File: config.mk
export PLATFORM = sky130hd
export DESIGN_NAME = cmd_crc7_unit
export DESIGN_NICKNAME = d
export VERILOG_FILES = /design/src/rtl/crc7_pkg.sv /design/src/rtl/crc7_lfsr.sv /design/src/rtl/crc7_rx_capture.sv /design/src/rtl/crc7_bit_counter.sv /design/src/rtl/cmd_crc7_unit.sv
export SDC_FILE = /design/constraint.sdc
export NUM_CORES = 1
export LEC_CHECK = 0
export BUFFER_PORTS_ARGS = -buffer_cell sky130_fd_sc_hd__buf_4
export CAP_MARGIN = 15
export CORE_MARGIN = 2
export CORE_UTILIZATION = 45
export CTS_CLUSTER_SIZE = 28
export DETAILED_ROUTE_END_ITERATION = 10
export GPL_ROUTABILITY_DRIVEN = 0
export GPL_TIMING_DRIVEN = 0
export PLACE_DENSITY = 0.65
export SKIP_CTS_REPAIR_TIMING = 1
export SYNTH_ARGS = -nofsm -noshare
export SYNTH_HDL_FRONTEND = slang
export SYNTH_HIERARCHICAL = 1
export SYNTH_SLANG_ARGS = --single-unit
File: constraint.sdc
create_clock -name clk -period 5.3 [get_ports clk]
set_clock_uncertainty 0.15 [all_clocks]
set_input_delay 0 -clock clk [delete_from_list [all_inputs] [get_ports clk]]
set_output_delay 0 -clock clk [all_outputs]
set_load 0.02 [all_outputs]
File: src/rtl/crc7_pkg.sv
package crc7_pkg;
    localparam int unsigned CRC7_WIDTH    = 7;
    localparam int unsigned CRC7_MSG_BITS = 40;
    localparam logic [6:0]  CRC7_TAPS     = 7'h09; // x^3 + 1, x^7 implied

    typedef enum logic [2:0] {
        ST_IDLE,
        ST_CHK_DATA,
        ST_CHK_CRC,
        ST_CHK_END,
        ST_GEN_DATA,
        ST_GEN_CRC,
        ST_GEN_END
    } crc7_state_e;
endpackage

File: src/rtl/crc7_lfsr.sv
module crc7_lfsr #(
    parameter int unsigned WIDTH = 7,
    parameter logic [WIDTH-1:0] TAPS = 7'h09
) (
    input  logic             clk,
    input  logic             rst_n,
    input  logic             clr_i,
    input  logic             upd_i,
    input  logic             din_i,
    input  logic             shout_i,
    output logic [WIDTH-1:0] crc_o
);
    logic [WIDTH-1:0] crc_q;
    logic [WIDTH-1:0] upd_val;
    logic             fb;

    assign fb = din_i ^ crc_q[WIDTH-1];

    generate
        for (genvar i = 0; i < WIDTH; i++) begin : g_tap
            if (i == 0) begin : g_lsb
                assign upd_val[i] = TAPS[i] & fb;
            end else begin : g_up
                assign upd_val[i] = crc_q[i-1] ^ (TAPS[i] & fb);
            end
        end
    endgenerate

    always_ff @(posedge clk or negedge rst_n) begin
        if (!rst_n) begin
            crc_q <= '0;
        end else if (clr_i) begin
            crc_q <= '0;
        end else if (upd_i) begin
            crc_q <= upd_val;
        end else if (shout_i) begin
            crc_q <= {crc_q[WIDTH-2:0], 1'b0};
        end
    end

    assign crc_o = crc_q;
endmodule

File: src/rtl/crc7_rx_capture.sv
module crc7_rx_capture #(
    parameter int unsigned WIDTH = 7
) (
    input  logic             clk,
    input  logic             rst_n,
    input  logic             clr_i,
    input  logic             en_i,
    input  logic             din_i,
    output logic [WIDTH-1:0] value_o
);
    logic [WIDTH-1:0] sh_q;

    always_ff @(posedge clk or negedge rst_n) begin
        if (!rst_n) begin
            sh_q <= '0;
        end else if (clr_i) begin
            sh_q <= '0;
        end else if (en_i) begin
            sh_q <= {sh_q[WIDTH-2:0], din_i};
        end
    end

    assign value_o = sh_q;
endmodule

File: src/rtl/crc7_bit_counter.sv
module crc7_bit_counter #(
    parameter int unsigned WIDTH = 6
) (
    input  logic             clk,
    input  logic             rst_n,
    input  logic             clr_i,
    input  logic             inc_i,
    output logic [WIDTH-1:0] cnt_o
);
    logic [WIDTH-1:0] cnt_q;

    always_ff @(posedge clk or negedge rst_n) begin
        if (!rst_n) begin
            cnt_q <= '0;
        end else if (clr_i) begin
            cnt_q <= '0;
        end else if (inc_i) begin
            cnt_q <= cnt_q + 1'b1;
        end
    end

    assign cnt_o = cnt_q;
endmodule

File: src/rtl/cmd_crc7_unit.sv
module cmd_crc7_unit
    import crc7_pkg::*;
#(
    parameter int unsigned MSG_BITS = CRC7_MSG_BITS,
    parameter int unsigned CRC_W    = CRC7_WIDTH,
    parameter logic [CRC_W-1:0] TAPS = CRC7_TAPS
) (
    input  logic clk,
    input  logic rst_n,
    input  logic start_i,
    input  logic mode_i,
    input  logic abort_i,
    input  logic bit_valid_i,
    input  logic bit_i,
    output logic tx_valid_o,
    output logic tx_bit_o,
    output logic done_o,
    output logic crc_ok_o,
    output logic crc_err_o
);
    localparam int unsigned CNT_MAX = (MSG_BITS > CRC_W) ? MSG_BITS : CRC_W;
    localparam int unsigned CNT_W   = $clog2(CNT_MAX);
    localparam logic [CNT_W-1:0] LAST_DATA = CNT_W'(MSG_BITS - 1);
    localparam logic [CNT_W-1:0] LAST_CRC  = CNT_W'(CRC_W - 1);

    crc7_state_e      state_q, state_d;
    logic [CNT_W-1:0] cnt;
    logic [CRC_W-1:0] crc_calc;
    logic [CRC_W-1:0] crc_rx;
    logic             frame_go;
    logic             step;
    logic             cnt_clr;
    logic             crc_upd;
    logic             crc_shout;
    logic             rx_en;

    assign frame_go = (state_q == ST_IDLE) && start_i;

    // step: an event that advances the position inside the current state
    always_comb begin
        unique case (state_q)
            ST_CHK_DATA, ST_CHK_CRC, ST_CHK_END,
            ST_GEN_DATA: step = bit_valid_i;
            ST_GEN_CRC,
            ST_GEN_END:  step = 1'b1;
            default:     step = 1'b0;
        endcase
    end

    // next-state logic
    always_comb begin
        state_d = state_q;
        unique case (state_q)
            ST_IDLE: begin
                if (start_i) state_d = mode_i ? ST_GEN_DATA : ST_CHK_DATA;
            end
            ST_CHK_DATA: begin
                if (step && cnt == LAST_DATA) state_d = ST_CHK_CRC;
            end
            ST_CHK_CRC: begin
                if (step && cnt == LAST_CRC) state_d = ST_CHK_END;
            end
            ST_CHK_END: begin
                if (step) state_d = ST_IDLE;
            end
            ST_GEN_DATA: begin
                if (step && cnt == LAST_DATA) state_d = ST_GEN_CRC;
            end
            ST_GEN_CRC: begin
                if (cnt == LAST_CRC) state_d = ST_GEN_END;
            end
            ST_GEN_END: begin
                state_d = ST_IDLE;
            end
            default: state_d = ST_IDLE;
        endcase
    end

    // state register
    always_ff @(posedge clk or negedge rst_n) begin
        if (!rst_n) begin
            state_q <= ST_IDLE;
        end else if (abort_i) begin
            state_q <= ST_IDLE;
        end else begin
            state_q <= state_d;
        end
    end

    assign cnt_clr   = abort_i || frame_go || (state_d != state_q);
    assign crc_upd   = !abort_i && step &&
                       (state_q == ST_CHK_DATA || state_q == ST_GEN_DATA);
    assign crc_shout = !abort_i && (state_q == ST_GEN_CRC);
    assign rx_en     = !abort_i && step && (state_q == ST_CHK_CRC);

    crc7_bit_counter #(.WIDTH(CNT_W)) u_cnt (
        .clk   (clk),
        .rst_n (rst_n),
        .clr_i (cnt_clr),
        .inc_i (step),
        .cnt_o (cnt)
    );

    crc7_lfsr #(.WIDTH(CRC_W), .TAPS(TAPS)) u_lfsr (
        .clk     (clk),
        .rst_n   (rst_n),
        .clr_i   (abort_i || frame_go),
        .upd_i   (crc_upd),
        .din_i   (bit_i),
        .shout_i (crc_shout),
        .crc_o   (crc_calc)
    );

    crc7_rx_capture #(.WIDTH(CRC_W)) u_rx (
        .clk     (clk),
        .rst_n   (rst_n),
        .clr_i   (abort_i || frame_go),
        .en_i    (rx_en),
        .din_i   (bit_i),
        .value_o (crc_rx)
    );

    // registered outputs
    always_ff @(posedge clk or negedge rst_n) begin
        if (!rst_n) begin
            tx_valid_o <= 1'b0;
            tx_bit_o   <= 1'b0;
            done_o     <= 1'b0;
            crc_ok_o   <= 1'b0;
            crc_err_o  <= 1'b0;
        end else if (abort_i) begin
            tx_valid_o <= 1'b0;
            tx_bit_o   <= 1'b0;
            done_o     <= 1'b0;
            crc_ok_o   <= 1'b0;
            crc_err_o  <= 1'b0;
        end else begin
            tx_valid_o <= 1'b0;
            tx_bit_o   <= 1'b0;
            done_o     <= 1'b0;
            crc_ok_o   <= 1'b0;
            crc_err_o  <= 1'b0;
            unique case (state_q)
                ST_GEN_DATA: begin
                    if (step) begin
                        tx_valid_o <= 1'b1;
                        tx_bit_o   <= bit_i;
                    end
                end
                ST_GEN_CRC: begin
                    tx_valid_o <= 1'b1;
                    tx_bit_o   <= crc_calc[CRC_W-1];
                end
                ST_GEN_END: begin
                    tx_valid_o <= 1'b1;
                    tx_bit_o   <= 1'b1;
                    done_o     <= 1'b1;
                end
                ST_CHK_END: begin
                    if (step) begin
                        done_o    <= 1'b1;
                        crc_ok_o  <= (crc_rx == crc_calc);
                        crc_err_o <= (crc_rx != crc_calc);
                    end
                end
                default: begin
                end
            endcase
        end
    end
endmodule

==> results of run 1 <==
## worst max-delay path by stage
| stage | start | to | slack (ns) | depth (start not counted) |
|---|---|---|---|---|
| after floorplan | state_q[0] | u_cnt/cnt_o[5] | 3.29 | 7 |
| after global placement | state_q[0] | u_cnt/cnt_o[5] | 3.04 | 7 |
| after detailed placement | state_q[0] | u_cnt/cnt_o[5] | 3.01 | 7 |
| after CTS | state_q[0] | u_cnt/cnt_o[5] | 2.97 | 7 |
| after global routing | state_q[0] | u_cnt/cnt_o[5] | 2.76 | 7 |
| final | state_q[0] | u_cnt/cnt_o[5] | 2.95 | 7 |
## metrics by stage
step	worst slack (ns)	std cells	instance area, um2
6_report	2.95	217	1750
2_1_floorplan	3.29	151	1480
3_5_place_dp	3.01	205	1610
4_1_cts	2.97	209	1660
5_1_grt	2.76	217	1750
3_3_place_gp	3.04	205	1610
## metal layers
| metal | up-vias | part of all wire (%) | wire length, um | global-route usage [%] |
|---|---|---|---|---|
| li1 | 579 | - | - | - |
| met1 | 576 | 50 | 1500 | 24.2 |
| met2 | 21 | 46 | 1370 | 25.8 |
| met3 | 4 | 3.2 | 97 | 2.52 |
| met4 | 0 | 0.87 | 26 | 6.69 |
| met5 | - | 0 | 0 | 0 |
## layout by cell type, fill, tap and decap left out, drive strengths merged
| master | Yosys | final |
|---|---|---|
| buf | 4 | 15 |
| xor2 | 7 | 7 |
| xnor2 | 7 | 7 |
| mux2i | 9 | 9 |
| nor4b | 3 | 3 |
| or4b | 1 | 1 |
| a21o | 1 | 1 |
| o21ai | 9 | 9 |
| nand2b | 1 | 1 |
| nor2b | 3 | 3 |
| or2 | 1 | 1 |
| nor2 | 19 | 19 |
| nand4 | 3 | 3 |
| a211oi | 3 | 3 |
| nor4 | 3 | 3 |
| inv | 2 | 2 |
| nor3 | 3 | 3 |
| o211ai | 1 | 1 |
| a21oi | 15 | 15 |
| nor3b | 3 | 3 |
| nand4bb | 1 | 1 |
| bufinv | 0 | 1 |
| nand3b | 1 | 1 |
| ha | 1 | 1 |
| nand4b | 1 | 1 |
| a211o | 1 | 1 |
| a31oi | 1 | 1 |
| nand2 | 12 | 12 |
| or3 | 1 | 1 |
| nand3 | 1 | 1 |
| a31o | 1 | 1 |
| or3b | 1 | 1 |
| dfrtp | 28 | 28 |
| clkbuf | 3 | 6 |
| dlygate4sd3 | 0 | 7 |
## flip-flops by register name, indices dropped and copies added (netlist names)
register      flops
u_cnt/cnt_o       6
state_q           3
tx_bit_o          1
u_lfsr/crc_o      7
tx_valid_o        1
u_rx/value_o      7
crc_ok_o          1
done_o            1
crc_err_o         1
## kinds of logic after synthesis
family | after synthesis | share of synthesized area [%]
flip-flops | 28 | 47.3
multiplexers | 9 | 6.08
buffers and inverters | 9 | 3.04
XOR/XNOR | 14 | 8.28
AO/OA/AOI/OAI | 32 | 13.1
AND/OR/NAND/NOR | 58 | 21.4
adder cells (fa/ha/maj) | 1 | 0.844
## layout make-up
type,count,area (um2),area share [%]
inverter,2,7.51,0.428
sequential,28,701,39.9
clock inverter,1,30.0,1.71
timing repair buffer,18,165,9.42
buffer,7,37.5,2.14
multi-input combinational,114,736,41.9
tap,44,55.1,3.14
clock buffer,3,22.5,1.28
## worst reg2reg max path, stage by stage (launching register included)
cell     delay [ns]
dfrtp_1        0.42
buf_2          0.20
nand2_1        0.22
a21oi_1        0.10
a21oi_1        0.47
nand4_2        0.20
or3_1          0.37
a21oi_1        0.15
## power groups by stage
stage | Clock, mW | Sequential (mW) | Combinational [mW]
final | 0.144 | 0.218 | 0.0507
after CTS | 0.146 | 0.218 | 0.0437
after detailed placement | 0 | 0.222 | 0.0434
after global routing | 0.158 | 0.218 | 0.0555
after floorplan | 0 | 0.222 | 0.0281
after global placement | 0 | 0.222 | 0.0427
==> impl_results.md, run 1 <==
- Outcome: completed
- CP startpoint kind: register
- Synth area leaders: dfrtp_1 (47%), mux2i_1 (6.1%), nor2_1 (4.8%)
- FMAX: 0.425 GHz
- Avg Inst Size Synth: 9.81 um2
- Unrepaired setup endpoints after global routing: no
- Remaining Overflow, GRT: 0
- Hold crit path type: in -> reg
- Leakage: 0.734 nW
- DR vias/cell: 5.44
- Initial antenna violation count: 0
- Final Net Count: 182
- Number of buffers created by CTS: 3
- FP Rows: 20
- Slew HR: 45.3%
- Start point of the worst min-delay path: start_i
- Hold_ws: 0.0480 ns
- Switching Fraction: 24.0%
- Netlist cell types: 38
- Total Power: 413 uW
- Post-synth EDFFs: 0
- Final Hold Vio Count: 0
- Sequential power share: 52.8%
- Placeable Area: 3100 um2
- Worst hold endpoint: u_lfsr/crc_o[2]
- Comb power frac: 12.3%
- WL/cell: 13.8 um
- Initial DRC Count: 71
- Final Critical Period: 2.35 ns
- Most common cell in the netlist: dfrtp_1
- Mapped cell area: 1480 um2
- Setup Crit Path Kind: reg -> reg
- R2R Path End: u_cnt/cnt_o[5]
- Finished Core Util: 56.5%
- Layout cells sized above 1: 14.5%
- Synth Net Count: 159
- H-tree Lvls: 1
- Slowest cell on the critical path: a21oi_1
- Hold path depth: 3
- Asr flop ratio synth: 100%
- Clock network fraction of design power: 34.9%
- Register area share after synthesis: 47.3%
- Gr usage total: 16.9%
- Full die area: 3770 um2
- Psw: 99.2 uW
- Vias: 1,180
- Critical path cell sequence: buf_2 -> nand2_1 -> a21oi_1 -> a21oi_1 -> nand4_2 -> or3_1 -> a21oi_1
- Critical path buffers and inverters: 1
- Maximum root-to-sink buffer count: 2
- WP data required: 5.42 ns
- WL final: 2990 um
- Antenna diodes: 0
- Port Buffers: 10
- Fin Setup TNS: 0 ns
- Worst-margin pin slew: 0.815 ns
- Ys Warns: 6
- FF+latch count, synth: 28
- CTS tree: done
- Int Pwr: 313 uW
- Pwr/cell area: 235 nW/um2
- Leading area contributor after synthesis: dfrtp_1
- WP data arrival: 2.47 ns
- Most Frequent Cell on Critical Path: a21oi_1
- First-pass GRT wire length: 4770 um
- # setup viols final: 0
- Commonest cells in the netlist: dfrtp_1 (28), nor2_1 (19), a21oi_1 (14)
- Starting Density: 47.7%
- Critical Path Max Stage Delay: 0.47 ns
- First-pass DRT Iterations: 4
- Die span in x: 61.4 um
- CP Capture Type: register
- # IOs: 12
- Final ANT Viol Nets: 0
- Largest net degree at the start of global routing: 29
- Crit path max fanout: 10
- Vias in the first global route: 1,064
- Worst-path clk slew: 0.16 ns
- R2r startpoint: state_q[0]
- Top FF cell, synth: dfrtp_1
- Worst Reg-to-Reg Cells: 7
- Chip Height: 61.4 um
- Number of max-cap violations: 0
- Syn Inst Count: 151
- Worst R2R Setup Slack: 2.95 ns
- Clock Latency Late Sink: 0.33 ns
- Synth-to-layout area growth: 18.4%
- Clk sinks: 28
- DRC viols: 0
- CP top delay family: simple AND/OR/NAND/NOR gates
- Root Driver: clkbuf_4
- Placed wire-length estimate: 2000 um
- Top cell type's share of synthesized area: 47.3%
- Max IR drop VDD: 0.0000799 V
- Fill count: 291
- Crit share post-route: 44.4%
- Pins Over Slew Limit: 0
Power figures use the tool's default switching activity.
==> run 2, diff against run 1 <==
--- a/config.mk
+++ b/config.mk
@@ -13,7 +13,7 @@
 export DETAILED_ROUTE_END_ITERATION = 10
 export GPL_ROUTABILITY_DRIVEN = 0
 export GPL_TIMING_DRIVEN = 0
-export PLACE_DENSITY = 0.65
+export PLACE_DENSITY = 0.67
 export SKIP_CTS_REPAIR_TIMING = 1
 export SYNTH_ARGS = -nofsm -noshare
 export SYNTH_HDL_FRONTEND = slang
==> constraint.sdc (replaced) <==
create_clock -name clk -period 1.9 [get_ports clk]
set_clock_uncertainty 0.15 [all_clocks]
set_input_delay 0 -clock clk [delete_from_list [all_inputs] [get_ports clk]]
set_output_delay 0 -clock clk [all_outputs]
set_load 0.02 [all_outputs]
==> run 2 against run 1 <==
  * Setup slack got worse by 2.9 ns
  * Critical path depth did not move
  * Register-to-register slack got worse by 2.9 ns
  * Fmax rose by 28%
  * Routed wire length rose by 2.8%
  * Combinational power rose to 3.4 times the previous value
  * Non-clock buffer count rose by 7
  * Sequential cell count did not move
  * Hold slack improved by 0.0088 ns
  * Global-route usage rose by 1.2 points
  * First-iteration DRC count rose by 56%
  * Final cell count rose by 3.2%
  * Highest routed layer unchanged
==> impl_results.md, run 2 (synthesis gave the netlist of run 1 again) <==
- Outcome: completed
- Total Power: 1.17 mW (+180%)
- Pins Over Slew Limit: 0 (unchanged)
- Root Driver: clkbuf_4
- WP data arrival: 1.95 ns (-0.52 ns)
- # IOs: 12 (unchanged)
- First-pass DRT Iterations: 4 (unchanged)
- Vias: 1,204 (+2.0%)
- Commonest non-fill, non-tap cell in the layout: dfrtp_1
- Worst-margin pin slew: 0.536 ns (-0.279 ns)
- Initial DRC Count: 111 (+56%)
- Pwr/cell area: 622 nW/um2 (+160%)
- Setup Crit Path Kind: reg -> reg
- Gr usage total: 18.1% (+1.2 points)
- # setup viols final: 0 (unchanged)
- Hold_ws: 0.0567 ns (+0.00877 ns)
- Die span in x: 61.4 um (unchanged)
- Worst R2R Setup Slack: 0.06 ns (-2.89 ns)
- First-pass GRT wire length: 5040 um (+5.6%)
- Clock Latency Late Sink: 0.33 ns (about the same)
- Final cell count without fillers: 224 (+3.2%)
- Unrepaired setup endpoints after global routing: yes
- Worst Reg-to-Reg Cells: 7 (unchanged)
- Final ANT Viol Nets: 0 (unchanged)
- Maximum root-to-sink buffer count: 2 (unchanged)
- Vias in the first global route: 1,103 (+3.7%)
- Number of max-cap violations: 0 (unchanged)
- Hold path depth: 3 (unchanged)
- Remaining Overflow, GRT: 0 (unchanged)
- WP data required: 2.01 ns (-3.41 ns)
- Layout cells sized above 1: 25.0% (+11 points)
- H-tree Lvls: 1 (unchanged)
- DR vias/cell: 5.38 (-1.2%)
- Largest net degree at the start of global routing: 29 (unchanged)
- Finished Core Util: 60.8% (+4.2 points)
- Initial antenna violation count: 0 (unchanged)
- WL final: 3070 um (+2.8%)
- Slew HR: 64.3% (+19 points)
- Max IR drop VDD: 0.000282 V (+250%)
- Worst-path clk slew: 0.15 ns (about the same)
- CTS tree: done
- Final Net Count: 189 (+3.8%)
- Number of buffers created by CTS: 3 (unchanged)
- Final Critical Period: 1.84 ns (-0.513 ns)
- Most frequent cells in the layout: dfrtp_1 (27), buf_4 (19), nor2_1 (18)
- Clk sinks: 28 (unchanged)
- Hold crit path type: in -> reg
- Leakage: 0.805 nW (+9.7%)
- Port Buffers: 10 (unchanged)
- Synth-to-layout area growth: 27.3%
- Crit share post-route: 96.8% (+52 points)
- DRC viols: 0 (unchanged)
- CP startpoint kind: register
- Placed cell count: 205 (unchanged)
- Chip Height: 61.4 um (unchanged)
- Placed wire-length estimate: 2040 um (+2.0%)
- Crit path max fanout: 10 (unchanged)
- Starting Density: 47.7% (unchanged)
- CP Capture Type: register
- WL/cell: 13.7 um (-0.37%)
- Placeable Area: 3100 um2 (unchanged)
- Antenna diodes: 0 (unchanged)
- Final Hold Vio Count: 0 (unchanged)
- Full die area: 3770 um2 (unchanged)
- FMAX: 0.544 GHz (+28%)
- FP Rows: 20 (unchanged)
-- run 2: final timing paths --
| check | start | endpoint |
|---|---|---|
| worst min-delay path | start_i | u_lfsr/crc_o[2] |
| worst max register to register | state_q[0] | u_cnt/cnt_o[5] |
| max in group asynchronous | rst_n | state_q[1] |
| worst max-delay path | state_q[0] | u_cnt/cnt_o[5] |
| min in group asynchronous | rst_n | u_rx/value_o[5] |
| worst min register to register | u_lfsr/crc_o[1] | u_lfsr/crc_o[1] |
-- run 2: layer usage --
metal | GRT usage [%] | vias up | routed length, um
met5 | 0 | - | 0
met4 | 7.29 | 0 | 15
li1 | - | 590 | -
met2 | 28.4 | 37 | 1520
met1 | 24.4 | 575 | 1410
met3 | 3.78 | 2 | 123
-- run 2: layout make-up --
| type | instances | area [um2] |
|---|---|---|
| buffer | 7 | 51.3 |
| fill | 281 | 1220 |
| sequential | 28 | 702 |
| clock buffer | 3 | 22.5 |
| inverter | 2 | 7.51 |
| clock inverter | 1 | 30.0 |
| timing repair buffer | 25 | 218 |
| multi-input combinational | 114 | 800 |
| tap | 44 | 55.1 |
-- run 2: report_power, final --
part	switching (mW)	total, mW	internal [mW]
sequential	0.00634	0.609	0.602
clock	0.178	0.391	0.213
combinational	0.0935	0.173	0.0791
-- run 2: critical path, cell delays in order (launching register included) --
cell     delay, ns
dfrtp_1       0.44
buf_6         0.17
nand2_4       0.10
a21oi_1       0.08
a21oi_2       0.19
nand4_2       0.14
or3_1         0.36
a21oi_1       0.14
-- run 2: through the flow --
stage	worst slack, ns	setup TNS, ns	area (um2)
finish	0.0605	0	1890
global route	-0.0140	-0.0392	1890
CTS	-0.275	-2.40	1670
detailed placement	-0.251	-1.91	1620
global placement	-0.179	-1.34	1620
floorplan	0.0195	0	1490
